**src/rtl/spi_reg_pkg.sv**
```systemverilog
package spi_reg_pkg;
  localparam int WORD_W = 16;
  localparam int DATA_W = 9;
  localparam int ADDR_W = 5;
  localparam int NUM_CH = 2;
  localparam int SEL_W  = 3;
  localparam int CH_BIT = DATA_W;
  localparam int ADDR_LSB = DATA_W + 1;
  localparam int CNT_W = $clog2(WORD_W);

  typedef struct packed {
    logic loadTx;
    logic sampleRx;
    logic shiftTx;
    logic frameEnd;
    logic commit;
    logic siBit;
  } strobeT;
endpackage

```
**src/rtl/spi_frame_ctrl.sv**
```systemverilog
module spi_frame_ctrl
  import spi_reg_pkg::*;
(
  input  logic   clk,
  input  logic   rstN,
  input  logic   sclk,
  input  logic   csb,
  input  logic   si,
  output strobeT stb,
  output logic   frameOpen
);
  logic sclkQ, sclkQ2, csbQ, csbQ2, siQ;
  logic [CNT_W-1:0] bitMod;
  logic anyBits;
  logic csbFall, csbRise, sclkRise, sclkFall;

  always_ff @(posedge clk or negedge rstN) begin
    if (!rstN) begin
      sclkQ  <= 1'b0;
      sclkQ2 <= 1'b0;
      csbQ   <= 1'b1;
      csbQ2  <= 1'b1;
      siQ    <= 1'b0;
    end else begin
      sclkQ  <= sclk;
      sclkQ2 <= sclkQ;
      csbQ   <= csb;
      csbQ2  <= csbQ;
      siQ    <= si;
    end
  end

  assign csbFall  = !csbQ && csbQ2;
  assign csbRise  = csbQ && !csbQ2;
  assign sclkRise = sclkQ && !sclkQ2;
  assign sclkFall = !sclkQ && sclkQ2;

  always_comb begin
    stb.loadTx   = csbFall;
    stb.sampleRx = frameOpen && !csbQ && sclkRise;
    stb.shiftTx  = frameOpen && !csbQ && sclkFall;
    stb.frameEnd = frameOpen && csbRise;
    stb.commit   = frameOpen && csbRise && anyBits && (bitMod == '0);
    stb.siBit    = siQ;
  end

  always_ff @(posedge clk or negedge rstN) begin
    if (!rstN) begin
      frameOpen <= 1'b0;
      bitMod    <= '0;
      anyBits   <= 1'b0;
    end else begin
      if (csbFall) begin
        frameOpen <= 1'b1;
        bitMod    <= '0;
        anyBits   <= 1'b0;
      end else if (csbRise) begin
        frameOpen <= 1'b0;
      end else if (stb.sampleRx) begin
        bitMod  <= bitMod + 1'b1;
        anyBits <= 1'b1;
      end
    end
  end
endmodule

```
**src/rtl/spi_reg_datapath.sv**
```systemverilog
module spi_reg_datapath
  import spi_reg_pkg::*;
#(
  parameter int NUM_REG = 3
) (
  input  logic                          clk,
  input  logic                          rstN,
  input  strobeT                        stb,
  input  logic                          frameOpen,
  input  logic                          normalMode,
  input  logic                          lowSupply,
  input  logic [NUM_CH*DATA_W-1:0]      faultIn,
  output logic                          so,
  output logic                          statusInvalid,
  output logic [NUM_CH*NUM_REG*DATA_W-1:0] regOut
);
  logic [WORD_W-1:0] rxSh, txSh, prevCmd;
  logic [SEL_W-1:0]  selCode;
  logic              selCh;
  logic [DATA_W-1:0] regs     [NUM_CH][NUM_REG];
  logic [DATA_W-1:0] faultLat [NUM_CH];
  logic [DATA_W-1:0] selData;
  logic [WORD_W-1:0] statusWord;
  logic [ADDR_W-1:0] cmdAddr;
  logic              cmdCh;

  assign cmdAddr = rxSh[ADDR_LSB +: ADDR_W];
  assign cmdCh   = rxSh[CH_BIT];

  // Source picked by the sticky selector
  always_comb begin
    selData = '0;
    for (int c = 0; c < NUM_CH; c++) begin
      if (selCh == 1'(c) && selCode == '0) selData = faultLat[c];
      for (int r = 0; r < NUM_REG; r++)
        if (selCh == 1'(c) && selCode == SEL_W'(r + 1)) selData = regs[c][r];
    end
  end

  assign statusWord = {prevCmd[WORD_W-1], prevCmd[ADDR_LSB +: ADDR_W], normalMode, selData};
  assign so = frameOpen & txSh[WORD_W-1];

  // Shift paths: receive, and transmit with 16-bit echo delay
  always_ff @(posedge clk or negedge rstN) begin
    if (!rstN) begin
      rxSh          <= '0;
      txSh          <= '0;
      statusInvalid <= 1'b0;
    end else begin
      if (stb.sampleRx) rxSh <= {rxSh[WORD_W-2:0], stb.siBit};
      if (stb.loadTx) txSh <= statusWord;
      else if (stb.shiftTx) txSh <= {txSh[WORD_W-2:0], rxSh[0]};
      if (stb.loadTx) statusInvalid <= lowSupply;
      else if (stb.frameEnd) statusInvalid <= 1'b0;
    end
  end

  // Commit of an accepted command, register file and fault latches
  always_ff @(posedge clk or negedge rstN) begin
    if (!rstN) begin
      prevCmd <= '0;
      selCode <= '0;
      selCh   <= 1'b0;
      for (int c = 0; c < NUM_CH; c++) begin
        faultLat[c] <= '0;
        for (int r = 0; r < NUM_REG; r++) regs[c][r] <= '0;
      end
    end else begin
      for (int c = 0; c < NUM_CH; c++) begin
        if (stb.commit && selCode == '0 && selCh == 1'(c))
          faultLat[c] <= faultIn[c*DATA_W +: DATA_W];
        else if (!frameOpen)
          faultLat[c] <= faultLat[c] | faultIn[c*DATA_W +: DATA_W];
      end
      if (stb.commit) begin
        prevCmd <= rxSh;
        if (cmdAddr == '0) begin
          selCode <= rxSh[SEL_W-1:0];
          selCh   <= cmdCh;
        end
        for (int c = 0; c < NUM_CH; c++)
          for (int r = 0; r < NUM_REG; r++)
            if (cmdCh == 1'(c) && cmdAddr == ADDR_W'(r + 1))
              regs[c][r] <= rxSh[DATA_W-1:0];
      end
    end
  end

  for (genvar c = 0; c < NUM_CH; c++) begin : g_ch
    for (genvar r = 0; r < NUM_REG; r++) begin : g_reg
      assign regOut[(c*NUM_REG + r)*DATA_W +: DATA_W] = regs[c][r];
    end
  end
endmodule

```
**src/rtl/spi_reg_slave.sv**
```systemverilog
module spi_reg_slave
  import spi_reg_pkg::*;
#(
  parameter int NUM_REG = 3
) (
  input  logic                             clk,
  input  logic                             rstN,
  input  logic                             sclk,
  input  logic                             csb,
  input  logic                             si,
  output logic                             so,
  output logic                             soOe,
  input  logic                             normalMode,
  input  logic                             lowSupply,
  input  logic [NUM_CH*DATA_W-1:0]         faultIn,
  output logic [NUM_CH*NUM_REG*DATA_W-1:0] regOut,
  output logic                             statusInvalid
);
  strobeT stb;
  logic   frameOpen;

  spi_frame_ctrl ctrl_i (
    .clk(clk), .rstN(rstN), .sclk(sclk), .csb(csb), .si(si),
    .stb(stb), .frameOpen(frameOpen)
  );

  spi_reg_datapath #(.NUM_REG(NUM_REG)) dp_i (
    .clk(clk), .rstN(rstN), .stb(stb), .frameOpen(frameOpen),
    .normalMode(normalMode), .lowSupply(lowSupply), .faultIn(faultIn),
    .so(so), .statusInvalid(statusInvalid), .regOut(regOut)
  );

  assign soOe = frameOpen;
endmodule

```
**config.mk**
```make
export PLATFORM = sky130hd
export DESIGN_NAME = spi_reg_slave
export DESIGN_NICKNAME = d
export VERILOG_FILES = /design/src/rtl/spi_reg_pkg.sv /design/src/rtl/spi_frame_ctrl.sv /design/src/rtl/spi_reg_datapath.sv /design/src/rtl/spi_reg_slave.sv
export SDC_FILE = /design/constraint.sdc
export NUM_CORES = 1
export LEC_CHECK = 0
export BUFFER_PORTS_ARGS = -buffer_cell sky130_fd_sc_hd__buf_4
export CELL_PAD_IN_SITES_DETAIL_PLACEMENT = 0
export CELL_PAD_IN_SITES_GLOBAL_PLACEMENT = 1
export CORE_MARGIN = 8
export CORE_UTILIZATION = 50
export DETAILED_ROUTE_END_ITERATION = 12
export GPL_ROUTABILITY_DRIVEN = 0
export PLACE_DENSITY = 0.85
export SLEW_MARGIN = 5
export SYNTH_ARGS = -nofsm -noshare
export SYNTH_HDL_FRONTEND = slang
export SYNTH_SLANG_ARGS = --single-unit
```
**constraint.sdc**
```tcl
create_clock -name clk -period 6.4 [get_ports clk]
set_input_delay 1.28 -clock clk [delete_from_list [all_inputs] [get_ports clk]]
set_output_delay 1.28 -clock clk [all_outputs]
set_load 0.005 [all_outputs]
```
==> results.md <==
* Detailed Place HPWL at 9150 um
* Final Net Count at roughly 550
* Ratio of cells with drive above 1 in the final layout at 0.391
* Residual antenna-violating net count after detailed routing at 0
* Clk Tree Root Cell: clkbuf_16
* Post-Place Cells at between 600 and 700
* Kind of critical path: reg -> reg
* Non-filler instance count after layout at between 600 and 700
* Delay of the slowest cell on the worst path at roughly 0.76 ns
* Sum of overflow across all layers after global routing at 0
* Fmax at approximately 370 MHz
* Final Cycle Share at 0.426
* Startpoint of the worst register-to-register path: ctrl_i.csbQ
* Hold_sp: ctrl_i.csbQ
* Clock tree from TritonCTS: done
* Final Critical Period at roughly 2.7 ns
* Count of distinct cell types in the synthesized netlist at 42
* Starting DRC count in detailed routing at ~340
* Run status: finished clean
* MaxCap Viol Count at 0
* IO Port Bufs at 81
* First-pass GRT wire length at approximately 22000 um
* Leakage power at between 0.003 and 0.004 uW
* Net count of the mapped netlist at roughly 480
* Deepest level of the CTS H-tree at 4
* Synth area leader: dfrtp_1
* Post-place instance area at about 6400 um^2
* Largest fanout on the critical path at 12
* Seq. cell area at 3160 um^2
* Number of rows in the core area at 39
* Total number of vias at about 3900
* Maximum clock path buffer count at 2
* Slew Limit Fails at 0
* Data arrival at the endpoint of the critical path at 3.02 ns
* Average instance area after synthesis at between 10 and 15 um^2
* Post-CTS Hold Buffers at 0
* Post-Synthesis Cell Area at about 5700 um^2
* RSZ-0062 raised after global routing: false
* Number of synthesized register bits at ~130
* Asr flop ratio synth at 1.00
* Top Family by Delay on Critical Path: simple AND/OR/NAND/NOR gates
* Synth area leaders: dfrtp_1 54%, mux2_2 16%, mux2i_1 7.2%, a22o_1 2.9%, nor2_1 2.4%
* Buffer and inverter count on the worst path at 0
* Filler cell count at approximately 860
* Initial antenna violation count at 0
* Number of warnings reported in the yosys synthesis log at 0
* CP Data Required Time at roughly 6.7 ns
* Class of the tightest hold or removal check: reg -> reg
* Worst slew margin relative to its limit at 0.269
* Placeable Area at between 10000 and 15000 um^2
* Count of pins on the block boundary at around 80
* Post-cts resize count at 0
* Post-CTS clock slew at the launch and capture registers of the worst setup and hold paths at 0.05 ns
* Transition time at the pin with the least slew margin at 1.10 ns
* Insertion delay of the later-clocked pin in the worst-skew pair at approximately 0.42 ns
* Sequential area share after synthesis at 0.554
* Setup_tns at 0 ns
* Cts bufs inserted at 17
* Peak supply drop at ~0.26 mV
* Clk sinks at 126
* Pwr Total at 1930 uW
* Horizontal extent of the die at between 100 and 150 um
* Cell area after layout at between 7000 and 8000 um^2
* Final setup violating endpoints at 0
* DR DRC count at 0
* Cells after synthesis at around 450
* Prevailing post-synth register cell: dfrtp_1
* Maximum number of pins on one net before global-route repair at 76
* Length of the first detailed-routing pass in iterations at 5
* Number of global-route vias before repair at about 4000
* Proportion of netlist area held by the largest area contributor at 0.545
* Post-synth EDFFs at 0
* Total count of hold-check failures in the final report at 0
* Overall routed net length at roughly 14000 um
* Total inserted antenna cells at 0
* Startpoint kind of the worst setup timing path: flip-flop
* Crit path cell chain: ha_1, nand2_2, or2_1, nor4_4, mux2_2
* Crit end category: flip-flop
* Routed wire per std cell at slightly above 20 um
* Power per standard cell area at ~280 nW/um^2
* Total track usage at 0.192
* Starting utilization of the core area at 0.505
* Post-CTS setup-driven buffer insertion count at 0
* Via count normalized by instance count at about 5.7
* Die area at 15100 um^2
* Area grow syn2layout at 23.0%
* Worst clock skew at around 0.0062 ns
* Library cell contributing the largest single delay on the critical path: nor4_4
* Vertical die dimension at ~120 um
* Area of the multi-input gates at between 2000 and 2500 um^2
* Launching element of the worst setup path: ctrl_i.csbQ
## sequential cells by signal, indices dropped and copies added, names as in the netlist, 3 cells and up
name and cells:
ctrl_i.bitMod 4, dp_i.prevCmd 6, dp_i.regOut 54, dp_i.selCode 3, dp_i.rxSh 16, dp_i.txSh 16
dp_i.faultLat 18
## power breakdown
group | leakage (uW) | internal, uW | switching (uW) | total, uW
Sequential | 0.00159 | 822 | 37.9 | 860
Clock | 0.000291 | 626 | 331 | 958
Combinational | 0.00132 | 51.4 | 60.2 | 112
## cells in the mapped netlist, types with 9 or more instances
cell and n:
mux2i_1 41, o22ai_1 16, dfrtp_1 124, o21ai_0 10, a22o_1 19, clkbuf_1 11, inv_1 12, nor2_1 36
a21oi_1 9, nand2_1 13, mux2_2 79, buf_2 13, nor4_1 10
## path summary, 6_finish.rpt
kind / cells past startpoint / endpoint / slack [ns]
min in group asynchronous: 1 / dp_i.txSh[13] / 0.89
max: 5 / dp_i.regOut[36] / 3.67
max in group asynchronous: 2 / dp_i.txSh[8] / 4.11
max reg2reg: 5 / dp_i.regOut[36] / 3.67
min: 0 / ctrl_i.csbQ2 / 0.43
min reg2reg: 0 / ctrl_i.csbQ2 / 0.43
## layout by cell type, fill, tap and decap left out, types with 12 or more instances in the layout
cell type and instances:
o22ai_1 16, nor2_1 36, inv_1 12, mux2i_1 41, a22o_1 19, clkbuf_16 17
dfrtp_1 123, mux2_2 79, nand2_1 13, buf_4 85
## layout make-up
cell class | instances | share of cell area
Clock buffer | 23 | 0.0668
Timing Repair Buffer | 85 | 0.0911
Tap cell | 143 | 0.0255
Sequential cell | 126 | 0.451
Inverter | 12 | 0.00643
Clock inverter | 8 | 0.0164
Multi-Input combinational cell | 280 | 0.343
## per-layer routing
metal / routed length (um) / GRT usage
met1: 6130 / 0.256
met2: 6580 / 0.295
met3: 779 / 0.0529
met4: 224 / 0.0693
met5: 0 / 0
## worst register-to-register path: stages, from the launching register on
cell,delay (ns)
dfstp_2,0.62
ha_1,0.19
nand2_2,0.09
or2_1,0.53
nor4_4,0.76
mux2_2,0.42
## kinds of logic (layout without fill, tap and decap cells)
logic type,count (synthesis),after routing,synth area share
fa+ha+maj,5,5,0.0110
buf+inv,39,128,0.0292
flops,126,126,0.554
mux,124,124,0.239
compound gates,60,60,0.0725
simple gates,91,91,0.0945
## through the flow
stage                     hold slack, ns  utilization  setup WS, ns
after CTS                          0.428        0.621          3.64
final                              0.428        0.621          3.67
after global routing               0.443        0.621          3.53
after detailed placement           0.423        0.570          3.58
after floorplan                    0.368            -          4.29
after global placement             0.420        0.570          3.62
Power figures use the tool's default switching activity.
